### src/rtl/gcla_pkg.sv
package gcla_pkg;
  localparam int unsigned DEF_SLICE_W = 4;
  localparam int unsigned DEF_SLICES  = 4;
endpackage

### src/rtl/gcla_bit_terms.sv
module gcla_bit_terms #(
  parameter int unsigned W = 4
) (
  input  logic [W-1:0] x,
  input  logic [W-1:0] y,
  output logic [W-1:0] gen,
  output logic [W-1:0] prop
);
  for (genvar i = 0; i < W; i++) begin : g_bit
    assign gen[i]  = x[i] & y[i];
    assign prop[i] = x[i] | y[i];
  end
endmodule

### src/rtl/gcla_lookahead.sv
module gcla_lookahead #(
  parameter int unsigned N = 4
) (
  input  logic [N-1:0] gen,
  input  logic [N-1:0] prop,
  input  logic         cin,
  output logic [N:0]   carry,
  output logic         grp_gen,
  output logic         grp_prop
);
  // Each carry is a flat OR of AND terms, expanded from cin.
  always_comb begin
    logic acc;
    logic term;
    carry    = '0;
    carry[0] = cin;
    for (int j = 1; j <= int'(N); j++) begin
      acc = 1'b0;
      for (int k = 0; k < j; k++) begin
        term = gen[k];
        for (int m = k + 1; m < j; m++) term = term & prop[m];
        acc = acc | term;
      end
      term = cin;
      for (int m = 0; m < j; m++) term = term & prop[m];
      carry[j] = acc | term;
    end
  end

  always_comb begin
    logic term;
    grp_gen = 1'b0;
    for (int k = 0; k < int'(N); k++) begin
      term = gen[k];
      for (int m = k + 1; m < int'(N); m++) term = term & prop[m];
      grp_gen = grp_gen | term;
    end
    grp_prop = &prop;
  end
endmodule

### src/rtl/gcla_slice.sv
module gcla_slice #(
  parameter int unsigned W = 4
) (
  input  logic [W-1:0] x,
  input  logic [W-1:0] y,
  input  logic         cin,
  output logic [W-1:0] sum,
  output logic         cout,
  output logic         sl_gen,
  output logic         sl_prop
);
  logic [W-1:0] gen, prop;
  logic [W:0]   carry;

  gcla_bit_terms #(.W(W)) u_terms (
    .x(x), .y(y), .gen(gen), .prop(prop)
  );

  gcla_lookahead #(.N(W)) u_la (
    .gen(gen), .prop(prop), .cin(cin),
    .carry(carry), .grp_gen(sl_gen), .grp_prop(sl_prop)
  );

  for (genvar i = 0; i < W; i++) begin : g_sum
    assign sum[i] = x[i] ^ y[i] ^ carry[i];
  end
  assign cout = carry[W];
endmodule

### src/rtl/gcla_adder.sv
module gcla_adder
  import gcla_pkg::*;
#(
  parameter int unsigned SLICE_W = DEF_SLICE_W,
  parameter int unsigned SLICES  = DEF_SLICES,
  localparam int unsigned WIDTH  = SLICE_W * SLICES
) (
  input  logic             clk,
  input  logic             rst,
  input  logic [WIDTH-1:0] op_a,
  input  logic [WIDTH-1:0] op_b,
  input  logic             carry_in,
  output logic [WIDTH-1:0] sum_out,
  output logic             carry_out,
  output logic             word_gen,
  output logic             word_prop
);
  logic [SLICES-1:0] sl_gen, sl_prop, sl_cout;
  logic [SLICES:0]   sl_carry;
  logic [WIDTH-1:0]  sum_c;
  logic              wgen_c, wprop_c;

  gcla_lookahead #(.N(SLICES)) u_level2 (
    .gen(sl_gen), .prop(sl_prop), .cin(carry_in),
    .carry(sl_carry), .grp_gen(wgen_c), .grp_prop(wprop_c)
  );

  for (genvar s = 0; s < SLICES; s++) begin : g_slice
    gcla_slice #(.W(SLICE_W)) u_slice (
      .x      (op_a[s*SLICE_W +: SLICE_W]),
      .y      (op_b[s*SLICE_W +: SLICE_W]),
      .cin    (sl_carry[s]),
      .sum    (sum_c[s*SLICE_W +: SLICE_W]),
      .cout   (sl_cout[s]),
      .sl_gen (sl_gen[s]),
      .sl_prop(sl_prop[s])
    );
  end

  always_ff @(posedge clk) begin
    if (rst) begin
      sum_out   <= '0;
      carry_out <= 1'b0;
      word_gen  <= 1'b0;
      word_prop <= 1'b0;
    end else begin
      sum_out   <= sum_c;
      carry_out <= sl_carry[SLICES];
      word_gen  <= wgen_c;
      word_prop <= wprop_c;
    end
  end
endmodule

### config.mk
export PLATFORM = sky130hd
export DESIGN_NAME = gcla_adder
export DESIGN_NICKNAME = d
export VERILOG_FILES = /design/src/rtl/gcla_pkg.sv /design/src/rtl/gcla_bit_terms.sv /design/src/rtl/gcla_lookahead.sv /design/src/rtl/gcla_slice.sv /design/src/rtl/gcla_adder.sv
export SDC_FILE = /design/constraint.sdc
export NUM_CORES = 1
export LEC_CHECK = 0
export BUFFER_PORTS_ARGS = -buffer_cell sky130_fd_sc_hd__buf_2
export CORE_ASPECT_RATIO = 2
export CORE_MARGIN = 10
export CORE_UTILIZATION = 35
export DETAILED_ROUTE_END_ITERATION = 8
export PLACE_DENSITY = 0.66
export SYNTH_ARGS = -nofsm -noshare
export SYNTH_HDL_FRONTEND = slang
export SYNTH_SLANG_ARGS = --single-unit
### constraint.sdc
create_clock -name clk -period 5.1 [get_ports clk]
set_clock_uncertainty 0.2 [all_clocks]
set_input_delay 1.02 -clock clk [delete_from_list [all_inputs] [get_ports clk]]
set_output_delay 1.02 -clock clk [all_outputs]
set_load 0.05 [all_outputs]
==> results of run 1 <==
-- routing by layer --
| layer | GRT usage (%) | vias up |
|---|---|---|
| li1 | - | 679 |
| met1 | 7.49 | 616 |
| met2 | 20.1 | 27 |
| met3 | 1.55 | 2 |
| met4 | 4.86 | 0 |
| met5 | 0 | - |
-- stage by stage --
step	power, mW	utilization [%]	instances	instance area (sq um)	setup WS (ns)
6_report	0.488	44.9	291	1970	2.08
5_1_grt	0.523	44.9	291	1970	1.94
4_1_cts	0.499	44.9	291	1970	2.08
3_5_place_dp	0.390	43.9	287	1920	1.81
3_3_place_gp	0.389	43.9	287	1920	1.86
2_1_floorplan	0.334	-	182	1600	2.03
-- sequential cells by signal (all words and copies together) (netlist names) --
register,count
word_gen,1
sum_out,16
carry_out,1
word_prop,1
-- cells by family (layout without fill, tap and decap cells) --
family          count (synthesis)  count (layout)  synth area share, %
buf+inv                        44              99                 10.3
mux                             3               3                 2.82
flops                          19              19                 23.8
simple gates                   43              43                 14.8
xor+xnor                        9               9                 4.93
compound gates                 28              28                 13.3
fa+ha+maj                      36              36                 30.0
-- power by group --
part           total, mW  switching, mW  internal (mW)
combinational      0.212          0.141         0.0708
clock              0.105         0.0497         0.0555
sequential         0.171        0.00395          0.167
total              0.488          0.195          0.294
-- worst min-delay path by stage --
stage	to	start	cells after the start
finish	sum_out[8]	rst	2
global route	sum_out[8]	rst	2
CTS	sum_out[8]	rst	2
detailed placement	sum_out[4]	rst	2
global placement	sum_out[12]	rst	2
floorplan	word_prop	rst	2
-- Yosys cell counts, types with 3 or more instances --
master                     instances
sky130_fd_sc_hd__inv_1            42
sky130_fd_sc_hd__ha_1             32
sky130_fd_sc_hd__nor2_1           21
sky130_fd_sc_hd__dfxtp_1          19
sky130_fd_sc_hd__a21oi_1           8
sky130_fd_sc_hd__xor2_1            7
sky130_fd_sc_hd__nor2b_1           6
sky130_fd_sc_hd__fa_1              4
sky130_fd_sc_hd__nand2_1           4
sky130_fd_sc_hd__nor3_1            4
sky130_fd_sc_hd__o21ai_0           4
sky130_fd_sc_hd__o21bai_1          4
sky130_fd_sc_hd__mux2_4            3
sky130_fd_sc_hd__o31ai_2           3
-- final cells by class --
cell class,count,area [sq um]
inverters,42,158
multi-input cells,119,1050
clock buffers,4,45.0
well taps,54,67.6
flip-flops and latches,19,380
repair buffers,53,265
fillers,445,2410
==> results.yml, run 1 <==
drt:
  highest-signal-layer: "met4"
  met3RoutedLength_microns: 222
  ant_nets: 0
  drt-wirelength-per-cell_microns: 12.4
  detail_route.first_pass.iterations: 4
  dr_wl_met2_microns: 2250
  route.vias.total: 1324
  post-route-drc-count: 0
  drt_iter0_drc: 38
  routed_wl_microns: 3620
  viasPerCell: 4.55
  wl_met1_microns: 1080
worst_setup_path:
  cp.required_ns: 5.03
  cpPeakStageDelay_ns: 0.41
  path_class: "input pin to flop"
  cp_top_family: "adder cells"
  critical_path_arrival_ns: 2.96
  crit_path_start_kind: "input pin"
  critical_path.endpoint_type: "flop"
  crit_cells: 11
  worstPathMaxFanout: 4
  worstSetupEndpoint: "sum_out[13]"
  crit_slowest_cell: "sky130_fd_sc_hd__nor4_4"
  cp_cell_sequence: "buf_2 -> inv_1 -> ha_1 -> nor4_4 -> nand2_1 -> a31oi_1 -> a211oi_1 -> o21ba_2 -> fa_1 -> xor2_1 -> nor2_1"
  critical_path_origin: "op_a[4]"
  path_buf_inv: 2
global_routing:
  vias_in_the_first_global_route: 1432
  groute.usage.overall_pct: 9.54
  grt_start_max_net_pins: 22
  globalRoute.totalOverflow: 0
  wire_length_of_the_first_global_routing_pass_microns: 5910
  antenna_found_initial: 0
timing:
  timing_worst_slew_pin_value_ns: 0.391
  final-hold-violation-count: 0
  final-max-slew-violation-count: 0
  period_needed_ns: 3.02
  timing.setup.tns_ns: 0
  slew_headroom_pct: 73.7
  fmax_ghz: 0.331
  finalHoldWorstSlack_ns: 0.952
  layout_worst_path_cycle_share_pct: 59.3
  setup_violations: 0
  grt_setup_unrepaired: "no"
logic_synthesis:
  synthesis.area_per_instance_sq_um: 8.79
  synth_area_leader_cell: "sky130_fd_sc_hd__ha_1"
  seq_area_frac_synth_pct: 23.8
  netlist_area_sq_um: 1600
  synth_top_flop_cell: "sky130_fd_sc_hd__dfxtp_1"
  netlist-cell-type-count: 31
  synthesis.yosys.warnings: 0
  synth_async_sr_flop_share_pct: 0
  synth_enable_flop_cells: 0
  synth_top_area_share_pct: 25.0
  syn-num-nets: 253
  synth.ff_latch_count: 19
  yosys-top-cells-area: "sky130_fd_sc_hd__ha_1 (25%), sky130_fd_sc_hd__dfxtp_1 (24%), sky130_fd_sc_hd__inv_1 (9.9%), sky130_fd_sc_hd__fa_1 (5.0%), sky130_fd_sc_hd__nor2_1 (4.9%)"
  instance_count_of_the_mapped_netlist: 182
floorplanning:
  design.core.area_sq_um: 4380
  initial_utilization_pct: 36.5
  num_rows: 34
  num_io_pins: 54
  floorplan.die_area_sq_um: 7840
  die_h_microns: 116
  dieWidth_microns: 67.8
clocking:
  root_buffer: "sky130_fd_sc_hd__clkbuf_8"
  cts_inserted_buffers: 3
  maximum_buffer_depth_of_the_clock_tree: 2
  postCtsResizedCells: 0
  postCtsHoldBufs: 0
  post_cts.repair.setup_buffers: 0
  cts-htree-levels: 1
  tritoncts: "built"
  clkSlewWorstSetupHoldPaths_ns: 0.07
  cts.sinks: 19
status:
  outcome: "completed"
cells_and_area:
  most_common_cell_after_layout_fill_and_taps_aside: "sky130_fd_sc_hd__buf_2"
  layout.cells.most_common_list: "sky130_fd_sc_hd__buf_2 (53), sky130_fd_sc_hd__inv_1 (42), sky130_fd_sc_hd__ha_1 (32)"
  layout-drive-gt1-share_pct: 30.0
  total_inserted_antenna_cells: 0
  area_growth_synth_to_finish_pct: 23.2
  finalNetCount: 309
run:
  drv_cap: 0
placement:
  globalplace.congestion: 0.765
  dpl.hpwl_microns: 3280
  buffer_ports.inserted: 53
hold_path:
  timing.hold.worst.class: "input pin to flop"
power_and_ir_drop:
  power_per_cell_area_nw_per_um2: 248
  ir_worst_vdd_uv: 117
  cellLeakagePower_nw: 1.10
No activity file was read; power rests on OpenSTA's default activity.
==> run 2, diff against run 1 <==
PLACE_DENSITY = 0.68   (was 0.66)
clock period = 2.6 ns   (was 5.1 ns; I/O delays follow)
==> results.yml, run 2 (same netlist as run 1, synthesis figures left out) <==
status:
  outcome: "completed"
drt:
  drt-wirelength-per-cell_microns: 12.2
  ant_nets: 0
  route.vias.total: 1398
  post-route-drc-count: 0
  detail_route.first_pass.iterations: 5
  routed_wl_microns: 3710
  drt_iter0_drc: 24
  viasPerCell: 4.60
timing:
  fmax_ghz: 0.420
  setup_violations: 0
  period_needed_ns: 2.38
  grt_setup_unrepaired: "no"
  slew_headroom_pct: 75.0
  final-hold-violation-count: 0
  final-max-slew-violation-count: 0
  layout_worst_path_cycle_share_pct: 91.5
  timing_worst_slew_pin_value_ns: 0.376
  timing.setup.tns_ns: 0
cells_and_area:
  layout.cells.most_common_list: "sky130_fd_sc_hd__buf_2 (53), sky130_fd_sc_hd__inv_1 (42), sky130_fd_sc_hd__ha_1 (32)"
  finalNetCount: 322
  layout-drive-gt1-share_pct: 34.0
  layout.cells.non_filler: 304
  most_common_cell_after_layout_fill_and_taps_aside: "sky130_fd_sc_hd__buf_2"
  regMostFlops: "sum_out"
  area_growth_synth_to_finish_pct: 29.3
  largest_register_ffs: 16
  final.fill_count: 439
  total_inserted_antenna_cells: 0
hold_path:
  sink_of_the_worst_hold_path: "sum_out[8]"
  timing.hold.worst_path_depth: 2
  timing.hold.worst.class: "input pin to flop"
  worstHoldStart: "rst"
global_routing:
  globalRoute.totalOverflow: 0
  wire_length_of_the_first_global_routing_pass_microns: 6080
  groute.usage.overall_pct: 9.96
  antenna_found_initial: 0
  grt_start_max_net_pins: 22
  vias_in_the_first_global_route: 1425
worst_setup_path:
  cp.required_ns: 2.55
  cpPeakStageDelay_ns: 0.37
  crit_slowest_cell: "sky130_fd_sc_hd__fa_1"
  critical_path_arrival_ns: 2.32
  worstPathMaxFanout: 2
  cp_cell_sequence: "buf_2 -> inv_1 -> ha_1 -> nor4_4 -> nand2_2 -> a31oi_1 -> a211oi_1 -> o21ba_2 -> fa_1 -> xor2_1 -> nor2_1"
  crit_path_start_kind: "input pin"
  critical_path.endpoint_type: "flop"
  path_class: "input pin to flop"
clocking:
  postCtsHoldBufs: 0
  maximum_buffer_depth_of_the_clock_tree: 2
  cts-htree-levels: 1
  tritoncts: "built"
  clkSlewWorstSetupHoldPaths_ns: 0.07
  root_buffer: "sky130_fd_sc_hd__clkbuf_8"
  post_cts.repair.setup_buffers: 0
  postCtsResizedCells: 0
  cts.sinks: 19
  cts_inserted_buffers: 3
floorplanning:
  num_rows: 34
  num_io_pins: 54
  dieWidth_microns: 67.8
  design.core.area_sq_um: 4380
  initial_utilization_pct: 36.5
  floorplan.die_area_sq_um: 7840
  die_h_microns: 116
placement:
  place_inst: 300
  globalplace.congestion: 0.755
  buffer_ports.inserted: 53
  dpl.hpwl_microns: 3350
power_and_ir_drop:
  switching_share_pct: 40.1
  power_per_cell_area_nw_per_um2: 477
  power.share.combinational_pct: 44.3
  ir_worst_vdd_uv: 316
  net-switching-power_mw: 0.395
  portion_of_total_power_attributed_to_the_clock_network_pct: 21.6
  internal_cell_power_mw: 0.592
  seq_power_share_pct: 34.0
  cellLeakagePower_nw: 1.16
run:
  drv_cap: 0
[run 2: power by group through the flow]
| stage | clock network [mW] | registers, mW | logic [mW] |
|---|---|---|---|
| 2_1_floorplan | 0 | 0.477 | 0.179 |
| 3_3_place_gp | 0 | 0.342 | 0.438 |
| 3_5_place_dp | 0 | 0.343 | 0.444 |
| 4_1_cts | 0.222 | 0.336 | 0.446 |
| 5_1_grt | 0.230 | 0.340 | 0.477 |
| 6_report | 0.214 | 0.336 | 0.438 |
[run 2: how the worst max path moves through the flow]
| stage | startpoint | end | cells past startpoint |
|---|---|---|---|
| 3_5_place_dp | op_a[2] | sum_out[13] | 11 |
| 4_1_cts | op_a[2] | sum_out[13] | 11 |
| 2_1_floorplan | op_a[4] | sum_out[13] | 10 |
| 6_report | op_a[2] | sum_out[13] | 11 |
| 5_1_grt | op_a[2] | sum_out[13] | 11 |
| 3_3_place_gp | op_a[2] | sum_out[13] | 11 |
[run 2: worst max-delay path: cells and delay by family]
family          cells  cell delay, ns
buf+inv             2            0.13
simple gates        3            0.44
fa+ha+maj           2            0.60
compound gates      3            0.50
xor+xnor            1            0.13
[run 2: area by class of cell]
| cell class | count | area [sq um] | area share, % |
|---|---|---|---|
| sequential | 19 | 380 | 18.4 |
| tap | 54 | 67.6 | 3.27 |
| timing repair buffer | 66 | 363 | 17.5 |
| multi-input combinational | 119 | 1050 | 50.9 |
| inverter | 42 | 158 | 7.62 |
| clock buffer | 3 | 41.3 | 2.00 |
| clock inverter | 1 | 5.00 | 0.242 |
[run 2: per-stage QoR]
step,setup WS [ns],utilization (%),hold slack (ns),area [sq um],total power [mW]
floorplan,0.0291,-,0.514,1600,0.656
global placement,-0.0190,46.1,0.709,2020,0.781
detailed placement,-0.0817,46.1,0.713,2020,0.787
CTS,0.207,47.2,0.434,2070,1.00
global route,0.0624,47.2,0.448,2070,1.05
finish,0.222,47.2,0.434,2070,0.987
[run 2: routing by layer]
| metal | track usage, % | vias up | part of all wire [%] |
|---|---|---|---|
| li1 | - | 710 | - |
| met1 | 7.60 | 654 | 30 |
| met2 | 20.5 | 29 | 60 |
| met3 | 2.51 | 5 | 7.2 |
| met4 | 5.26 | 0 | 2.4 |
| met5 | 0 | - | 0 |
